**src/rtl/cfg_i2c_regbank.sv**
```systemverilog
module cfg_i2c_regbank #(
  parameter logic [6:0] DEV_ADDR = 7'h50,
  parameter int COMMIT_CYCLES = 200
) (
  input  logic       clk,
  input  logic       rst_n,
  input  logic       scl_i,
  input  logic       sda_i,
  output logic       sda_oe,
  output logic [7:0] ref_code,
  output logic [7:0] slope_code,
  output logic [2:0] gain_mult
);
  localparam int CW = $clog2(COMMIT_CYCLES + 1);
  localparam int NREG = 5;

  typedef enum logic [2:0] {S_IDLE, S_ADDR, S_PTR, S_WR, S_RD} st_t;

  logic [2:0]    scl_s, sda_s;
  logic          scl_q, scl_d, sda_q, sda_d;
  logic          start_c, stop_c, rise, fall, busy, in_range;
  st_t           st;
  logic [3:0]    cnt;
  logic [7:0]    sh, tx, ptr, rd_byte;
  logic          mnack, dirty;
  logic [CW-1:0] busy_cnt;
  logic [7:0]    regs [NREG];
  logic [7:0]    ref_q, slope_q;
  logic [1:0]    gain_q;

  always_ff @(posedge clk or negedge rst_n)
    if (!rst_n) begin
      scl_s <= 3'b111;
      sda_s <= 3'b111;
    end else begin
      scl_s <= {scl_s[1:0], scl_i};
      sda_s <= {sda_s[1:0], sda_i};
    end

  assign scl_q    = scl_s[1];
  assign scl_d    = scl_s[2];
  assign sda_q    = sda_s[1];
  assign sda_d    = sda_s[2];
  assign start_c  = scl_q & scl_d & sda_d & ~sda_q;
  assign stop_c   = scl_q & scl_d & ~sda_d & sda_q;
  assign rise     = scl_q & ~scl_d;
  assign fall     = ~scl_q & scl_d;
  assign busy     = busy_cnt != '0;
  assign in_range = ptr < 8'(NREG);

  always_comb begin
    rd_byte = 8'hFF;
    for (int i = 0; i < NREG; i++)
      if (ptr == 8'(i)) rd_byte = regs[i];
  end

  always_ff @(posedge clk or negedge rst_n)
    if (!rst_n) begin
      st       <= S_IDLE;
      cnt      <= '0;
      sh       <= '0;
      tx       <= '0;
      ptr      <= '0;
      mnack    <= 1'b0;
      dirty    <= 1'b0;
      sda_oe   <= 1'b0;
      busy_cnt <= CW'(COMMIT_CYCLES);
      ref_q    <= '0;
      slope_q  <= '0;
      gain_q   <= '0;
      for (int i = 0; i < NREG; i++) regs[i] <= '0;
    end else begin
      if (busy) begin
        busy_cnt <= busy_cnt - 1'b1;
        if (busy_cnt == CW'(1)) begin
          ref_q   <= regs[0];
          slope_q <= regs[1];
          gain_q  <= regs[2][1:0];
        end
      end
      if (start_c && !busy) begin
        st     <= S_ADDR;
        cnt    <= '0;
        sda_oe <= 1'b0;
        mnack  <= 1'b0;
      end else if (stop_c) begin
        st     <= S_IDLE;
        sda_oe <= 1'b0;
        if (dirty && !busy) begin
          busy_cnt <= CW'(COMMIT_CYCLES);
          dirty    <= 1'b0;
        end
      end else if (st != S_IDLE) begin
        if (rise) begin
          if (cnt < 4'd8) sh <= {sh[6:0], sda_q};
          if (cnt == 4'd8 && st == S_RD) mnack <= sda_q;
          cnt <= cnt + 1'b1;
        end else if (fall) begin
          if (cnt == 4'd8) begin
            case (st)
              S_ADDR:
                if (sh[7:1] == DEV_ADDR) begin
                  sda_oe <= 1'b1;
                  st     <= sh[0] ? S_RD : S_PTR;
                end else st <= S_IDLE;
              S_PTR: begin
                ptr    <= sh;
                sda_oe <= 1'b1;
                st     <= S_WR;
              end
              S_WR: begin
                if (in_range) begin
                  for (int i = 0; i < NREG; i++)
                    if (ptr == 8'(i)) regs[i] <= sh;
                  dirty  <= 1'b1;
                  sda_oe <= 1'b1;
                end
                ptr <= ptr + 1'b1;
              end
              S_RD: begin
                sda_oe <= 1'b0;
                ptr    <= ptr + 1'b1;
              end
              default: st <= S_IDLE;
            endcase
          end else if (cnt == 4'd9) begin
            cnt <= '0;
            if (st == S_RD && !mnack) begin
              tx     <= rd_byte;
              sda_oe <= ~rd_byte[7];
            end else begin
              sda_oe <= 1'b0;
              if (st == S_RD) st <= S_IDLE;
            end
          end else if (st == S_RD && cnt < 4'd8)
            sda_oe <= ~tx[3'd7 - cnt[2:0]];
        end
      end
    end

  assign ref_code   = ref_q;
  assign slope_code = slope_q;
  assign gain_mult  = (gain_q == 2'b11) ? 3'd4 : (gain_q == 2'b00) ? 3'd1 : 3'd2;
endmodule

```
**config.mk**
```make
export PLATFORM = sky130hd
export DESIGN_NAME = cfg_i2c_regbank
export DESIGN_NICKNAME = d
export VERILOG_FILES = /design/src/rtl/cfg_i2c_regbank.sv
export SDC_FILE = /design/constraint.sdc
export NUM_CORES = 1
export LEC_CHECK = 0
export BUFFER_PORTS_ARGS = -buffer_cell sky130_fd_sc_hd__buf_2
export CORE_ASPECT_RATIO = 1.5
export CORE_MARGIN = 2
export CORE_UTILIZATION = 50
export DETAILED_ROUTE_END_ITERATION = 10
export GPL_TIMING_DRIVEN = 0
export PLACE_DENSITY = 0.67
export SKIP_CTS_REPAIR_TIMING = 1
export SLEW_MARGIN = 20
export SYNTH_ARGS = -nofsm -noshare
export SYNTH_HDL_FRONTEND = slang
export SYNTH_SLANG_ARGS = --single-unit
```
**constraint.sdc**
```tcl
create_clock -name clk -period 6.4 [get_ports clk]
set_input_delay 0.32 -clock clk [delete_from_list [all_inputs] [get_ports clk]]
set_output_delay 0.32 -clock clk [all_outputs]
set_load 0.01 [all_outputs]
```
Word level (Yosys, flattened, before mapping). Index checks and enable logic that the tools add are counted.

Register bits after elaboration: 106. Bits of input ports: 4. Output and inout bits: 20. Word-level logic and storage cells: 165.

Add/sub/neg operators: 4. Magnitude comparators: 3. Equality and inequality tests: 23. Multiplexer cells: 57. Bitwise logic cells: 17. Reductions and logical operators: 42.

Operators by type and width (number): $mux 8 (9); $reduce_and 9->1 (5); $mux 3 (12); $mux 4 (7); $mux 1 (24); $reduce_and 7->1 (3); $reduce_bool 2->1 (9); $eq 8x1->1 const B (2); $eq 8x2->1 const B (2); $pmux 8 s2 (1); $reduce_and 8->1 (2); $reduce_bool 3->1 (5); $ne 5x5->1 const B (2); $not 1->1 (10); $reduce_and 5->1 (2); $pmux 3 s3 (1); $add 8x1->8 const B (1); $eq 4x4->1 const B (2); $eq 8x3->1 const B (1); $logic_not 8->1 (1); $lt 8x3->1 const B (1); $ne 4x4->1 const B (2); $reduce_bool 4->1 (2); $reduce_bool 8->1 (1); 26 further kinds (39).

Depth between registers and ports, before layout.
Depth in word-level cells: 15. Depth in mapped cells: 9. Depth with buffers taken out: 7.

Worst setup path before layout. OpenSTA, ideal clock, no wires.

Path type: register -> register. Start: register busy_cnt[0]. End: register sh[0]. Setup time: 0.125 ns. Arrival time: 2.333 ns. Required time: 6.275 ns. Setup slack: 3.943 ns. Cell stages (with the launch flop): 9. Path through: dfrtp_1 > inv_1 > ha_1 > or3b_2 > nor3b_4 > or2_2 > or3_1 > buf_4 > mux2_2.

Word-level cells in the longest chain between the ends: 5.

RTL lines: start: declaration (RTL line 26) `logic [CW-1:0] busy_cnt;`; start signal: assignment (RTL line 67) `busy_cnt <= CW'(COMMIT_CYCLES);`; start signal: assignment (RTL line 74) `busy_cnt <= busy_cnt - 1'b1;`; start signal: assignment (RTL line 90) `busy_cnt <= CW'(COMMIT_CYCLES);`; $reduce_bool 8->1 (RTL line 48) `assign busy = busy_cnt != '0;`; $logic_not 1->1 (RTL line 81) `if (start_c && !busy) begin`; $logic_and 1x1->1 (RTL line 81); $not 1->1 (no line); $reduce_and 5->1 (no line); end signal: assignment (RTL line 95) `if (cnt < 4'd8) sh <= {sh[6:0], sda_q};`; end: declaration (RTL line 24) `logic [7:0] sh, tx, ptr, rd_byte;`.

Every way passes these cells. A chain may end at the register's enable or synchronous reset.

Final worst setup path.
Start: register busy_cnt[0]. End: register sh[5].

The elaborated chain is that of the path after synthesis.

==> run summary <==
TritonCTS buffer count -> 9
Max stage delay on crit path -> 0.51 ns
Cells after Synth -> 465
Antenna violations before repair -> 0
RSZ-0062 raised after global routing -> false
Clock-pin slew on the worst setup and hold paths -> 0.07 ns
Initial core utilization -> 51.1%
First-pass GRT wire length -> 19700 um
GRT met2 Usage -> 37.1%
Status -> finished with violations
Mux contribution to synthesized area -> 17.0%
Fraction of layout cells with a size suffix above 1 -> 30.1%
Sum of buffers and inverters on the critical path -> 2
Routing usage on met1 -> 26.9%
P&R area growth vs syn -> 11.8%
Dpl cells -> 633
Routability congestion estimate -> 0.851
Total power -> 0.00132 W
CP Launch Point -> busy_cnt[0]
Initial DRC Count -> 233
DRC -> 0
Sequential area share after synthesis -> 49.2%
Critical path, cell by cell -> inv_1, ha_1, or3b_2, nor3b_4, or2_2, or3_1, buf_4, mux2_2
Crit path depth -> 8
Worst setup EP type -> flop
Slew HR -> 43.1%
Core ar. -> 0.0106 sq mm
CP max stage cell -> or3b_2
Worst-Margin Slew -> 0.847 ns
Filler Cell Count -> 920
Die area -> 0.0117 sq mm
Pwr per Cell Area -> 218 mW/mm^2
Crit path to -> sh[5]
Post-DRT Antenna Nets -> 0
Syn nets -> 486
Setup slack, reg-to-reg -> 3.65 ns
Post-synth EDFFs -> 0
Final hold slack -> -0.0524 ns
Top cells by area, synth -> dfrtp_1 (45%), mux2_2 (15%), dfstp_2 (4.4%)
Die Width -> 88.9 um
Final #Nets -> 521
Worst EP required -> 6.64 ns
Largest net degree at the start of global routing -> 63
Critical path class -> reg -> reg
GRT Overall Usage -> 21.9%
R2R Path End -> sh[5]
Dominant cell type by area after synthesis -> dfrtp_1
CP top delay family -> simple AND/OR/NAND/NOR gates
Hold Crit Class -> in -> async
Crit path time final -> 2.75 ns
Maximum capacitance violations -> 0
Startpoint types -> flop
Placed Area -> 0.00574 sq mm
# clock sinks -> 106
Insertion delay to the later sink of the worst-skew pair -> 0.35 ns
Violated checks -> hold timing
Pre-CTS setup slack -> 3.66 ns
Maximum vdd ir drop -> 0.143 mV
CTS Buffer Depth -> 2
Vias in the first global route -> 3905
Total negative slack -> 0 ns
I/O pin count -> 24
Compound-gate portion of the synthesized area -> 10.3%
Netlist cell types -> 62
Root Driver -> clkbuf_16
H-tree Lvls -> 3
Seq. cell area -> 0.00266 sq mm
Post-Route WL -> 11700 um
Via Count -> 3727
Max-slew violations -> 0
Die Y -> 131 um
Grt peak-use layer -> met2
R2R depth -> 8
Critical path fanouts, max -> 9
Via density -> 5.74
Post-Syn Area -> 0.00541 sq mm
Fin crit share -> 42.9%
Footprint of the multi-input gates -> 0.00258 sq mm
Synth Area in Adders -> 3.93%
Largest family of logic cells by synthesized area -> multiplexers
Cell area after layout -> 0.00605 sq mm
Main synth FF type -> dfrtp_1
Yosys reg bits -> 106
Synth warnings -> 0
Rows -> 46
N_diodes -> 0
Simple-gate share of the synthesized area -> 15.8%
Xor/xnor cell area share of the yosys netlist -> 0.647%
Post-synth top area share -> 44.9%
Worst Setup Slack, final -> 3.65 ns
WL per Instance -> 18.0 um
Setup violators final -> 0
Pleak -> 2.88 nW
Synth Area per Inst -> 11.6 sq um
Asr flop ratio synth -> 100%
CP arrival -> 2.98 ns
Final Hold Violating Endpoints -> 52
Worst R2R Start -> busy_cnt[0]
TritonRoute pass-1 iters -> 4
Port bufs -> 23
TritonCTS clock tree -> built
Post-route insts no fill -> 649
F_max -> 364 MHz
Met3 Track Usage GR -> 3.27%
Post-route clock skew -> 0.00900 ns
Total congestion overflow -> 0
DP HPWL -> 8550 um
## sequential cells by signal, indices dropped and copies added (netlist names), 4 cells and up
signal / flops
ptr: 8
regs: 40
cnt: 4
tx: 8
busy_cnt: 8
ref_code: 8
slope_code: 8
sh: 8
## power by group
part / switching [W] / internal (W)
combinational: 0.0000402 / 0.0000184
clock: 0.000261 / 0.000313
sequential: 0.0000110 / 0.000679
## cells in the mapped netlist (2+ instances only)
library cell	count
and3_1	2
nand3b_1	3
a21oi_1	28
nand3_4	5
or4_4	2
nor3b_1	9
or3b_2	2
nor2_1	21
or4_1	3
nor2b_1	12
o21ai_0	21
and3b_1	2
nand2b_1	3
or3_1	2
buf_2	4
o31ai_1	14
buf_4	4
mux2_1	3
o22ai_1	5
nor4_4	2
nor4_1	3
nor3_1	5
a41oi_1	2
nand3_1	21
dfstp_2	9
mux2_2	73
a31oi_1	4
nand2_1	20
mux2i_1	4
ha_1	17
xor2_1	3
clkbuf_1	11
dfrtp_1	97
a2bb2oi_1	6
inv_1	16
## layout make-up
class                           count  share of cell area, %
Clock buffer                       10                   3.78
Clock inverter                      6                   1.36
Buffer                             21                   1.78
Inverter                           16                  0.992
Multi-Input combinational cell    322                   42.6
Timing Repair Buffer               24                   2.46
Tap cell                          144                   2.98
Sequential cell                   106                   44.0
## worst min path at each step
stage,from,endpoint,slack [ns],cells after the start
floorplan,rst_n,busy_cnt[0],0.02,0
global placement,sda_s[0],sda_s[1],0.35,0
detailed placement,rst_n,busy_cnt[2],0.35,1
CTS,rst_n,busy_cnt[2],-0.03,1
global route,rst_n,busy_cnt[4],0.0004,1
finish,rst_n,busy_cnt[4],-0.05,1
## routing by layer
layer | part of all wire (%) | routed length, um
met5 | 0 | 0
met4 | 3.1 | 360
met3 | 2.8 | 327
met2 | 54 | 6340
met1 | 40 | 4650
## cells by family (layout without fill, tap and decap cells)
| family | count (synthesis) | in the layout |
|---|---|---|
| buf+inv | 37 | 77 |
| simple gates | 130 | 130 |
| mux | 81 | 81 |
| xor+xnor | 4 | 4 |
| flops | 106 | 106 |
| fa+ha+maj | 17 | 17 |
| compound gates | 90 | 90 |
## per-stage QoR
step                utilization, %  hold slack, ns
finish                        57.1         -0.0524
global route                  57.1        0.000413
CTS                           57.1         -0.0289
detailed placement            54.2           0.347
global placement              53.9           0.346
floorplan                        -          0.0244
## cell usage in the layout, fill, tap and decap left out, types with 2 or more instances in the layout
cell type / count
o21ai_0: 21
nor3b_1: 9
a21oi_1: 28
nor2_1: 21
o22ai_1: 5
nand3_4: 5
inv_1: 16
nor4_4: 2
clkbuf_1: 12
nand2_1: 20
a41oi_1: 2
mux2_1: 3
nand3_1: 21
or3_1: 2
a31oi_1: 4
nor2b_1: 12
mux2_2: 73
buf_4: 4
and3b_1: 2
nor4_1: 3
o31ai_1: 14
and3_1: 2
nand3b_1: 3
dfrtp_1: 97
or4_4: 2
or3b_2: 2
dfstp_2: 9
buf_6: 2
or4_1: 3
inv_6: 2
xor2_1: 3
nor3_1: 5
clkbuf_16: 9
a2bb2oi_1: 6
nand2b_1: 3
buf_2: 26
ha_1: 17
mux2i_1: 4
Power figures use the tool's default switching activity.
